## config.mk

```make
export PLATFORM = sky130hd
export DESIGN_NAME = lp_prech_top
export DESIGN_NICKNAME = d
export VERILOG_FILES = /design/src/rtl/lp_prech_pkg.sv /design/src/rtl/lp_addr_seq.sv /design/src/rtl/lp_col_sel.sv /design/src/rtl/lp_prech_gen.sv /design/src/rtl/lp_prech_top.sv
export SDC_FILE = /design/constraint.sdc
export NUM_CORES = 1
export LEC_CHECK = 0
export BUFFER_PORTS_ARGS = -buffer_cell sky130_fd_sc_hd__buf_2
export CAP_MARGIN = 30
export CORE_MARGIN = 2
export CORE_UTILIZATION = 54
export CTS_BUF_LIST = sky130_fd_sc_hd__clkbuf_16
export DETAILED_ROUTE_END_ITERATION = 10
export PLACE_DENSITY = 0.93
export SLEW_MARGIN = 20
export SYNTH_ARGS = -nofsm -noshare
export SYNTH_HDL_FRONTEND = slang
export SYNTH_SLANG_ARGS = --single-unit
```

## constraint.sdc

```tcl
create_clock -name clk -period 5.05 [get_ports clk]
set_clock_uncertainty 0.1 [all_clocks]
set_input_delay 0.505 -clock clk [delete_from_list [all_inputs] [get_ports clk]]
set_output_delay 0.505 -clock clk [all_outputs]
set_load 0.01 [all_outputs]
```

## src/rtl/lp_prech_pkg.sv

```systemverilog
package lp_prech_pkg;

  // Column index that follows c in the chosen order, with wrap.
  function automatic int unsigned lp_neighbour(int unsigned c, logic down, int unsigned n);
    if (down) return (c == 0) ? n - 1 : c - 1;
    else      return (c == n - 1) ? 0 : c + 1;
  endfunction

  // True when c is the last column visited in a row for this order.
  function automatic logic lp_row_end(int unsigned c, logic down, int unsigned n);
    return down ? (c == 0) : (c == n - 1);
  endfunction

endpackage

```

## src/rtl/lp_addr_seq.sv

```systemverilog
module lp_addr_seq
  import lp_prech_pkg::*;
#(
  parameter int unsigned NUM_ROWS = 4,
  parameter int unsigned NUM_COLS = 8,
  localparam int unsigned ROW_W = (NUM_ROWS > 1) ? $clog2(NUM_ROWS) : 1,
  localparam int unsigned COL_W = (NUM_COLS > 1) ? $clog2(NUM_COLS) : 1
) (
  input  logic             clk,
  input  logic             rst_n,
  input  logic             load,
  input  logic             adv,
  input  logic             dir_down,
  output logic [ROW_W-1:0] row,
  output logic [COL_W-1:0] col,
  output logic             at_final
);
  localparam logic [ROW_W-1:0] LAST_ROW = ROW_W'(NUM_ROWS - 1);
  localparam logic [COL_W-1:0] LAST_COL = COL_W'(NUM_COLS - 1);

  logic             row_end;
  logic [COL_W-1:0] col_nx;

  assign row_end  = lp_row_end(32'(col), dir_down, NUM_COLS);
  assign col_nx   = COL_W'(lp_neighbour(32'(col), dir_down, NUM_COLS));
  assign at_final = dir_down ? (row == '0 && col == '0)
                             : (row == LAST_ROW && col == LAST_COL);

  always_ff @(posedge clk) begin
    if (!rst_n) begin
      row <= '0;
      col <= '0;
    end else if (load) begin
      row <= dir_down ? LAST_ROW : '0;
      col <= dir_down ? LAST_COL : '0;
    end else if (adv && !at_final) begin
      col <= col_nx;
      if (row_end) row <= dir_down ? row - 1'b1 : row + 1'b1;
    end
  end
endmodule

```

## src/rtl/lp_col_sel.sv

```systemverilog
module lp_col_sel #(
  parameter int unsigned NUM_COLS = 8,
  localparam int unsigned COL_W = (NUM_COLS > 1) ? $clog2(NUM_COLS) : 1
) (
  input  logic [COL_W-1:0]    col,
  input  logic                dir_down,
  input  logic                at_final,
  output logic [NUM_COLS-1:0] sel,
  output logic [NUM_COLS-1:0] ahead
);
  for (genvar j = 0; j < NUM_COLS; j++) begin : g_col
    localparam int unsigned UP_SRC = (j + NUM_COLS - 1) % NUM_COLS;
    localparam int unsigned DN_SRC = (j + 1) % NUM_COLS;
    assign sel[j]   = (col == COL_W'(j));
    // Column j is next when its lower (ascending) or upper (descending) neighbour is selected.
    assign ahead[j] = !at_final && (dir_down ? (col == COL_W'(DN_SRC))
                                             : (col == COL_W'(UP_SRC)));
  end
endmodule

```

## src/rtl/lp_prech_gen.sv

```systemverilog
module lp_prech_gen #(
  parameter int unsigned NUM_COLS = 8
) (
  input  logic                lp_mode,
  input  logic                prech_req,
  input  logic [NUM_COLS-1:0] sel,
  input  logic [NUM_COLS-1:0] ahead,
  output logic [NUM_COLS-1:0] prech_en
);
  for (genvar j = 0; j < NUM_COLS; j++) begin : g_en
    assign prech_en[j] = prech_req && (!lp_mode || sel[j] || ahead[j]);
  end
endmodule

```

## src/rtl/lp_prech_top.sv

```systemverilog
module lp_prech_top #(
  parameter int unsigned NUM_ROWS = 4,
  parameter int unsigned NUM_COLS = 8,
  localparam int unsigned ROW_W = (NUM_ROWS > 1) ? $clog2(NUM_ROWS) : 1,
  localparam int unsigned COL_W = (NUM_COLS > 1) ? $clog2(NUM_COLS) : 1
) (
  input  logic                clk,
  input  logic                rst_n,
  input  logic                lp_mode,
  input  logic                prech_req,
  input  logic                dir_down,
  input  logic                seq_load,
  input  logic                adv,
  output logic [ROW_W-1:0]    row_addr,
  output logic [COL_W-1:0]    col_addr,
  output logic [NUM_COLS-1:0] prech_en
);
  logic                at_final;
  logic [NUM_COLS-1:0] col_sel;
  logic [NUM_COLS-1:0] col_ahead;

  lp_addr_seq #(.NUM_ROWS(NUM_ROWS), .NUM_COLS(NUM_COLS)) seq_i (
    .clk(clk), .rst_n(rst_n), .load(seq_load), .adv(adv), .dir_down(dir_down),
    .row(row_addr), .col(col_addr), .at_final(at_final)
  );

  lp_col_sel #(.NUM_COLS(NUM_COLS)) sel_i (
    .col(col_addr), .dir_down(dir_down), .at_final(at_final),
    .sel(col_sel), .ahead(col_ahead)
  );

  lp_prech_gen #(.NUM_COLS(NUM_COLS)) gen_i (
    .lp_mode(lp_mode), .prech_req(prech_req), .sel(col_sel), .ahead(col_ahead),
    .prech_en(prech_en)
  );
endmodule

```

==> results by group, run 1 <==
Pwr
  • Internal power: roughly 180 uW
  • Comb pwr share: 28.5%
  • Maximum vdd drop: about 240 uV
  • Part of the power in registers: about a fifth
  • P_leak: 0.423 nW
  • Net Switching: between 70 and 80 uW
  • PD cells: 293 nW/um2
  • Switching Share: 30.7%
  • Clk pwr share: between 50% and 60%

Floorplanning
  • Die area: 1600 um2
  • Die X: 40.0 um
  • Number of placement rows: 12
  • I/O pin count: 20
  • Die Y: 40.0 um
  • Initial cell density of the core: 60.6%
  • Core outline area: roughly 1200 um2

Logic synthesis
  • Post-synth top flop: dfxtp_1
  • Post-Syn Area: 701 um2
  • Yosys top cell by area: dfxtp_1
  • Ranking of synthesized cells by area: dfxtp_1, ha_1, a21oi_1
  • Library cells used by synthesis: 35
  • Share of Yosys cell area claimed by the top area cell type: between 10% and 20%
  • Gate Count Post-Synth: 84
  • Flops & latches, synth: 5
  • Synthesis Warnings: 0
  • Avg Inst Size Synth: approximately 8.3 um2
  • Synth async-reset ratio: 0%
  • Syn nets: 99
  • Post-synth EDFFs: 0
  • Sequential fraction of the synthesis area: 14.3%

Critical path
  • CP endpoint kind: primary output
  • WS Path Type: reg2out
  • Crit path arrival time: 2.07 ns
  • Worst EP required: 4.45 ns
  • CP Launch Type: flip-flop
  • FF-to-FF Start: seq_i.col[2]
  • FF-to-FF End: seq_i.row[0]
  • Cells on worst reg2reg path: 5
  • Critical path peak fanout: 7
  • R2R Setup Slk: 2.97 ns

STA
  • Min cycle time layout: 2.68 ns
  • Max-slew violations: 0
  • RSZ-0062 raised after global routing: false
  • Achievable frequency: between 300 and 400 MHz
  • Number of hold violations in the final report: 0
  • PnR worst setup slack: 2.37 ns
  • Worst Tran Pin Value: 0.549 ns
  • Fin crit share: ~53%
  • Setup total negative slack: 0 ns
  • Final setup vio count: 0
  • Relative max-transition margin: 63.3%

Run
  • Max Cap Viol: 0

Clock tree
  • CTS Buffer Depth: 2
  • Post-CTS Hold Buffers: 0
  • CTS tree: done
  • Sink Count: 5
  • Worst-Skew Late Latency: 0.23 ns
  • # Post-CTS Setup Buffers: 0
  • Root buffer cell: clkbuf_16
  • H-tree depth: 1
  • Post_cts resized: 0
  • Num CTS Buffers: 3
  • Clock slew at reported path FFs: 0.04 ns

Cells and area
  • Most common cell after layout, fill and taps aside: buf_2
  • Area Growth Syn to Fin: 24.6%
  • # diodes: 0
  • Commonest cells after routing, fill and taps aside: buf_2, a21oi_1, ha_1, inv_1
  • Multi-input gate area: 559 um2
  • Fill cell count: 87
  • Fraction of layout cells with a size suffix above 1: 25.2%
  • FF/Latch Area: between 100 and 150 um2
  • NumNets Final: 119

Global routing
  • First-pass GRT wire length: 2.95 mm
  • Largest net degree at the start of global routing: 24
  • Vias in the first global route: 676
  • Grt ovf: 0
  • Total global-route track usage: 28.2%
  • Initial antenna violation count: 0

Placement
  • Port Buffers: 19
  • DP Worst Slack: 2.61 ns
  • Detailed Place HPWL: 1.34 mm
  • Gpl congestion: 0.821

Outcome
  • Status: finished, final reports clean

Worst hold path
  • Sink of the worst hold path: seq_i.col[2]
  • Worst Hold Depth: 2
  • Worst hold start: rst_n
  • Hold Path Class: in2reg

Route
  • DRT met1 WL: 771 um
  • First DRT Iteration DRCs: 16
  • Antenna-violating nets left: 0
  • Met2 wire length: 859 um
  • WL/cell: 15.5 um
  • Total wire length: between 1.5 and 2 mm
  • Drt via density: between 6 and 7
  • Routed via count: 755
  • Met3 routed WL: 152 um
  • Highest metal layer with signal wires: met4
  • Pre-Repair DR Iteration Count: 4
  • Drt drc: 0
[power by group through the flow]
stage | clock network, mW | registers [mW] | logic (mW)
finish | 0.130 | 0.0532 | 0.0729
global route | 0.132 | 0.0541 | 0.0811
CTS | 0.131 | 0.0531 | 0.0728
detailed placement | 0 | 0.0536 | 0.0717
global placement | 0 | 0.0530 | 0.0698
floorplan | 0 | 0.0524 | 0.0503
[kinds of logic after synthesis]
group                      Yosys count  synth area share (%)
adders and majority gates            8                  14.3
and+or+nand+nor                     29                  28.2
AOI/OAI and AO/OA                   31                  35.9
DFF                                  5                  14.3
muxes                                1                  1.43
buffers and inverters               10                  5.89
[sequential cells by signal (all words and copies together) (netlist names)]
signal / cells
seq_i.row: 2
seq_i.col: 3
[final cells by class]
| class | count | area share, % |
|---|---|---|
| inverter | 6 | 2.58 |
| timing repair buffer | 19 | 10.9 |
| multi-input combinational | 69 | 64.0 |
| clock inverter | 1 | 0.430 |
| clock buffer | 3 | 8.60 |
| tap | 14 | 2.01 |
| sequential | 5 | 11.5 |
[per-stage QoR]
step	power [mW]	hold slack, ns	cells	instance area [um2]	utilization (%)
floorplan	0.103	0.484	84	701	-
global placement	0.123	0.455	113	795	68.7
detailed placement	0.125	0.483	113	795	68.7
CTS	0.257	0.440	117	873	75.5
global route	0.268	0.448	117	873	75.5
finish	0.256	0.441	117	873	75.5
[layer usage]
layer / up-vias / GRT usage [%]
li1: 363 / -
met1: 355 / 33.3
met2: 33 / 44.8
met3: 4 / 7.22
met4: 0 / 18.1
met5: - / 0
[critical path, stage by stage, from the launching register on]
cell and delay [ns]:
dfxtp_1 0.34, inv_1 0.14, ha_1 0.36, nand3b_4 0.16, o31ai_4 0.33, nor2_1 0.11, o31a_1 0.26, buf_2 0.14
[worst max path at each step]
stage / startpoint / end / slack, ns / depth (start not counted)
floorplan: seq_i.col[0] / prech_en[2] / 2.92 / 6
global placement: dir_down / prech_en[6] / 2.63 / 6
detailed placement: seq_i.col[0] / prech_en[3] / 2.61 / 7
CTS: seq_i.col[0] / prech_en[3] / 2.37 / 7
global route: seq_i.col[0] / prech_en[2] / 2.20 / 7
finish: seq_i.col[0] / prech_en[3] / 2.37 / 7
[cell usage after synthesis, types with 2 or more instances]
cell / n
dfxtp_1: 5
nand2_1: 3
ha_1: 8
nor3b_1: 2
a21oi_1: 8
o221ai_1: 3
inv_1: 6
o211ai_1: 2
nand3_1: 2
o21ai_0: 3
nor2b_1: 3
and2_1: 3
a311oi_1: 2
nor3_1: 5
or3_1: 2
o31a_1: 4
nor2_1: 2
buf_2: 3
a31oi_1: 2
Note: power is estimated with default switching activity, not from simulation.
==> run 2: changes to the inputs <==
--- a/config.mk
+++ b/config.mk
@@ -8,10 +8,10 @@
 export BUFFER_PORTS_ARGS = -buffer_cell sky130_fd_sc_hd__buf_2
 export CAP_MARGIN = 30
 export CORE_MARGIN = 2
-export CORE_UTILIZATION = 54
+export CORE_UTILIZATION = 50
 export CTS_BUF_LIST = sky130_fd_sc_hd__clkbuf_16
 export DETAILED_ROUTE_END_ITERATION = 10
-export PLACE_DENSITY = 0.93
+export PLACE_DENSITY = 0.88
 export SLEW_MARGIN = 20
 export SYNTH_ARGS = -nofsm -noshare
 export SYNTH_HDL_FRONTEND = slang
==> constraint.sdc (replaced) <==
create_clock -name clk -period 2.6 [get_ports clk]
set_clock_uncertainty 0.1 [all_clocks]
set_input_delay 0.26 -clock clk [delete_from_list [all_inputs] [get_ports clk]]
set_output_delay 0.26 -clock clk [all_outputs]
set_load 0.01 [all_outputs]
==> results by group, run 2 (same netlist as run 1, synthesis figures left out) <==
Outcome
  • Status: finished, final reports clean

Clock tree
  • CTS tree: done
  • Sink Count: 5
  • H-tree depth: 1
  • # Post-CTS Setup Buffers: 0
  • Root buffer cell: clkbuf_16
  • Clock slew at reported path FFs: 0.03 ns
  • Worst-Skew Late Latency: 0.23 ns
  • CTS Buffer Depth: 2
  • Num CTS Buffers: 3

Placement
  • Gpl congestion: about 0.88
  • DP Worst Slack: 0.414 ns
  • Detailed Place HPWL: 1.29 mm
  • Port Buffers: 19

Route
  • Met3 routed WL: 96 um
  • First DRT Iteration DRCs: 26
  • Met2 wire length: 936 um
  • Drt via density: 6.35
  • DRT met1 WL: 786 um
  • Routed via count: 749
  • Total wire length: 1.84 mm
  • WL/cell: 15.6 um
  • Antenna-violating nets left: 0
  • Pre-Repair DR Iteration Count: 4
  • Drt drc: 0
  • Highest metal layer with signal wires: met4

Pwr
  • Net Switching: 149 uW
  • Switching Share: 30.2%
  • Comb pwr share: 28.6%
  • P_leak: approximately 0.42 nW
  • Maximum vdd drop: approximately 440 uV
  • Clk pwr share: 50.3%
  • PD cells: ~560 nW/um2
  • Internal power: 345 uW
  • Part of the power in registers: 21.1%

STA
  • Min cycle time layout: between 2 and 2.5 ns
  • Number of hold violations in the final report: 0
  • Achievable frequency: 420 MHz
  • Worst Tran Pin Value: between 0.4 and 0.5 ns
  • Max-slew violations: 0
  • PnR worst setup slack: 0.218 ns
  • RSZ-0062 raised after global routing: false
  • Relative max-transition margin: around 70%
  • Final setup vio count: 0
  • Fin crit share: 91.6%
  • Setup total negative slack: 0 ns
  • Hold WS: 0.196 ns

Critical path
  • Critical path's top delay family: compound AO/OA/AOI/OAI gates
  • Worst-path cell chain: inv_1 -> ha_1 -> nand3b_4 -> o31ai_4 -> a21oi_1 -> o31a_1 -> buf_2
  • Worst EP required: 2.24 ns
  • Worst path slowest cell: dfxtp_1
  • FF-to-FF End: seq_i.row[0]
  • FF-to-FF Start: seq_i.col[0]
  • Crit path arrival time: 2.02 ns
  • Critical path peak fanout: 7
  • Max incr delay on CP: 0.34 ns
  • Crit path buf inv count: 2
  • CP endpoint kind: primary output
  • WS Path Type: reg2out
  • Cells on worst reg2reg path: 6
  • R2R Setup Slk: 0.59 ns
  • CP Launch Type: flip-flop

Cells and area
  • Post-Route Utilization: around 67%
  • Fill cell count: 120
  • Largest Register: seq_i.col
  • Commonest cells after routing, fill and taps aside: buf_2, a21oi_1, ha_1, inv_1, nor3_1
  • Max reg flops: 3
  • Fraction of layout cells with a size suffix above 1: 26.2%
  • NumNets Final: 119
  • Biggest regs: seq_i.col (3), seq_i.row (2)
  • # diodes: 0
  • Most common cell after layout, fill and taps aside: buf_2
  • Area Growth Syn to Fin: 25.0%

Floorplanning
  • Die area: 1720 um2
  • Die Y: 41.4 um
  • Core outline area: ~1300 um2
  • Die X: 41.4 um
  • Number of placement rows: 13
  • I/O pin count: 20
  • Initial cell density of the core: 53.8%

Worst hold path
  • Hold Path Class: in2reg
  • Worst hold start: rst_n
  • Worst Hold Depth: 2
  • Sink of the worst hold path: seq_i.col[2]

Run
  • Max Cap Viol: 0

Global routing
  • Grt ovf: 0
  • Largest net degree at the start of global routing: 24
  • First-pass GRT wire length: 3.19 mm
  • Initial antenna violation count: 0
  • Total global-route track usage: 23.5%
  • Vias in the first global route: 719
## run 2: cell type report
cell class	instances	area [um2]	area share, %
Multi-Input combinational cell	69	559	63.9
Sequential cell	5	101	11.6
Timing Repair Buffer	19	95.1	10.9
Clock buffer	3	75.1	8.57
Inverter	6	22.5	2.57
Tap cell	15	18.8	2.14
Clock inverter	1	3.75	0.429
## run 2: worst max path at each step
stage | startpoint | to | slack (ns) | cells after the start
2_1_floorplan | seq_i.col[0] | prech_en[2] | 0.72 | 6
3_3_place_gp | seq_i.col[2] | prech_en[4] | 0.47 | 7
3_5_place_dp | seq_i.col[2] | prech_en[4] | 0.41 | 7
4_1_cts | seq_i.col[2] | prech_en[4] | 0.18 | 7
5_1_grt | seq_i.col[0] | prech_en[2] | 0.03 | 7
6_report | seq_i.col[0] | prech_en[0] | 0.22 | 7
## run 2: what timing repair did
item | CTS | global route
gates resized for setup | 0 | 1
hold endpoints to repair | 0 | 0
endpoints found under the setup margin | 0 | 1
hold buffers | 0 | 0
## run 2: metrics by stage
stage	cells	power (mW)	area (um2)
floorplan	84	0.199	701
global placement	114	0.239	796
detailed placement	114	0.242	796
CTS	118	0.495	875
global route	118	0.522	876
finish	118	0.494	876
## run 2: metal layers
layer  GRT usage (%)  vias to the layer above
met5               0                        -
met4            12.9                        0
met3            4.35                        2
met2            39.1                       37
met1            28.3                      345
li1                -                      365
## run 2: power by group through the flow
stage          combinational [mW]  sequential [mW]  clock, mW
6_report                    0.141            0.104      0.248
5_1_grt                     0.156            0.106      0.260
3_3_place_gp                0.136            0.103          0
4_1_cts                     0.141            0.103      0.251
2_1_floorplan              0.0976            0.102          0
3_5_place_dp                0.138            0.104          0
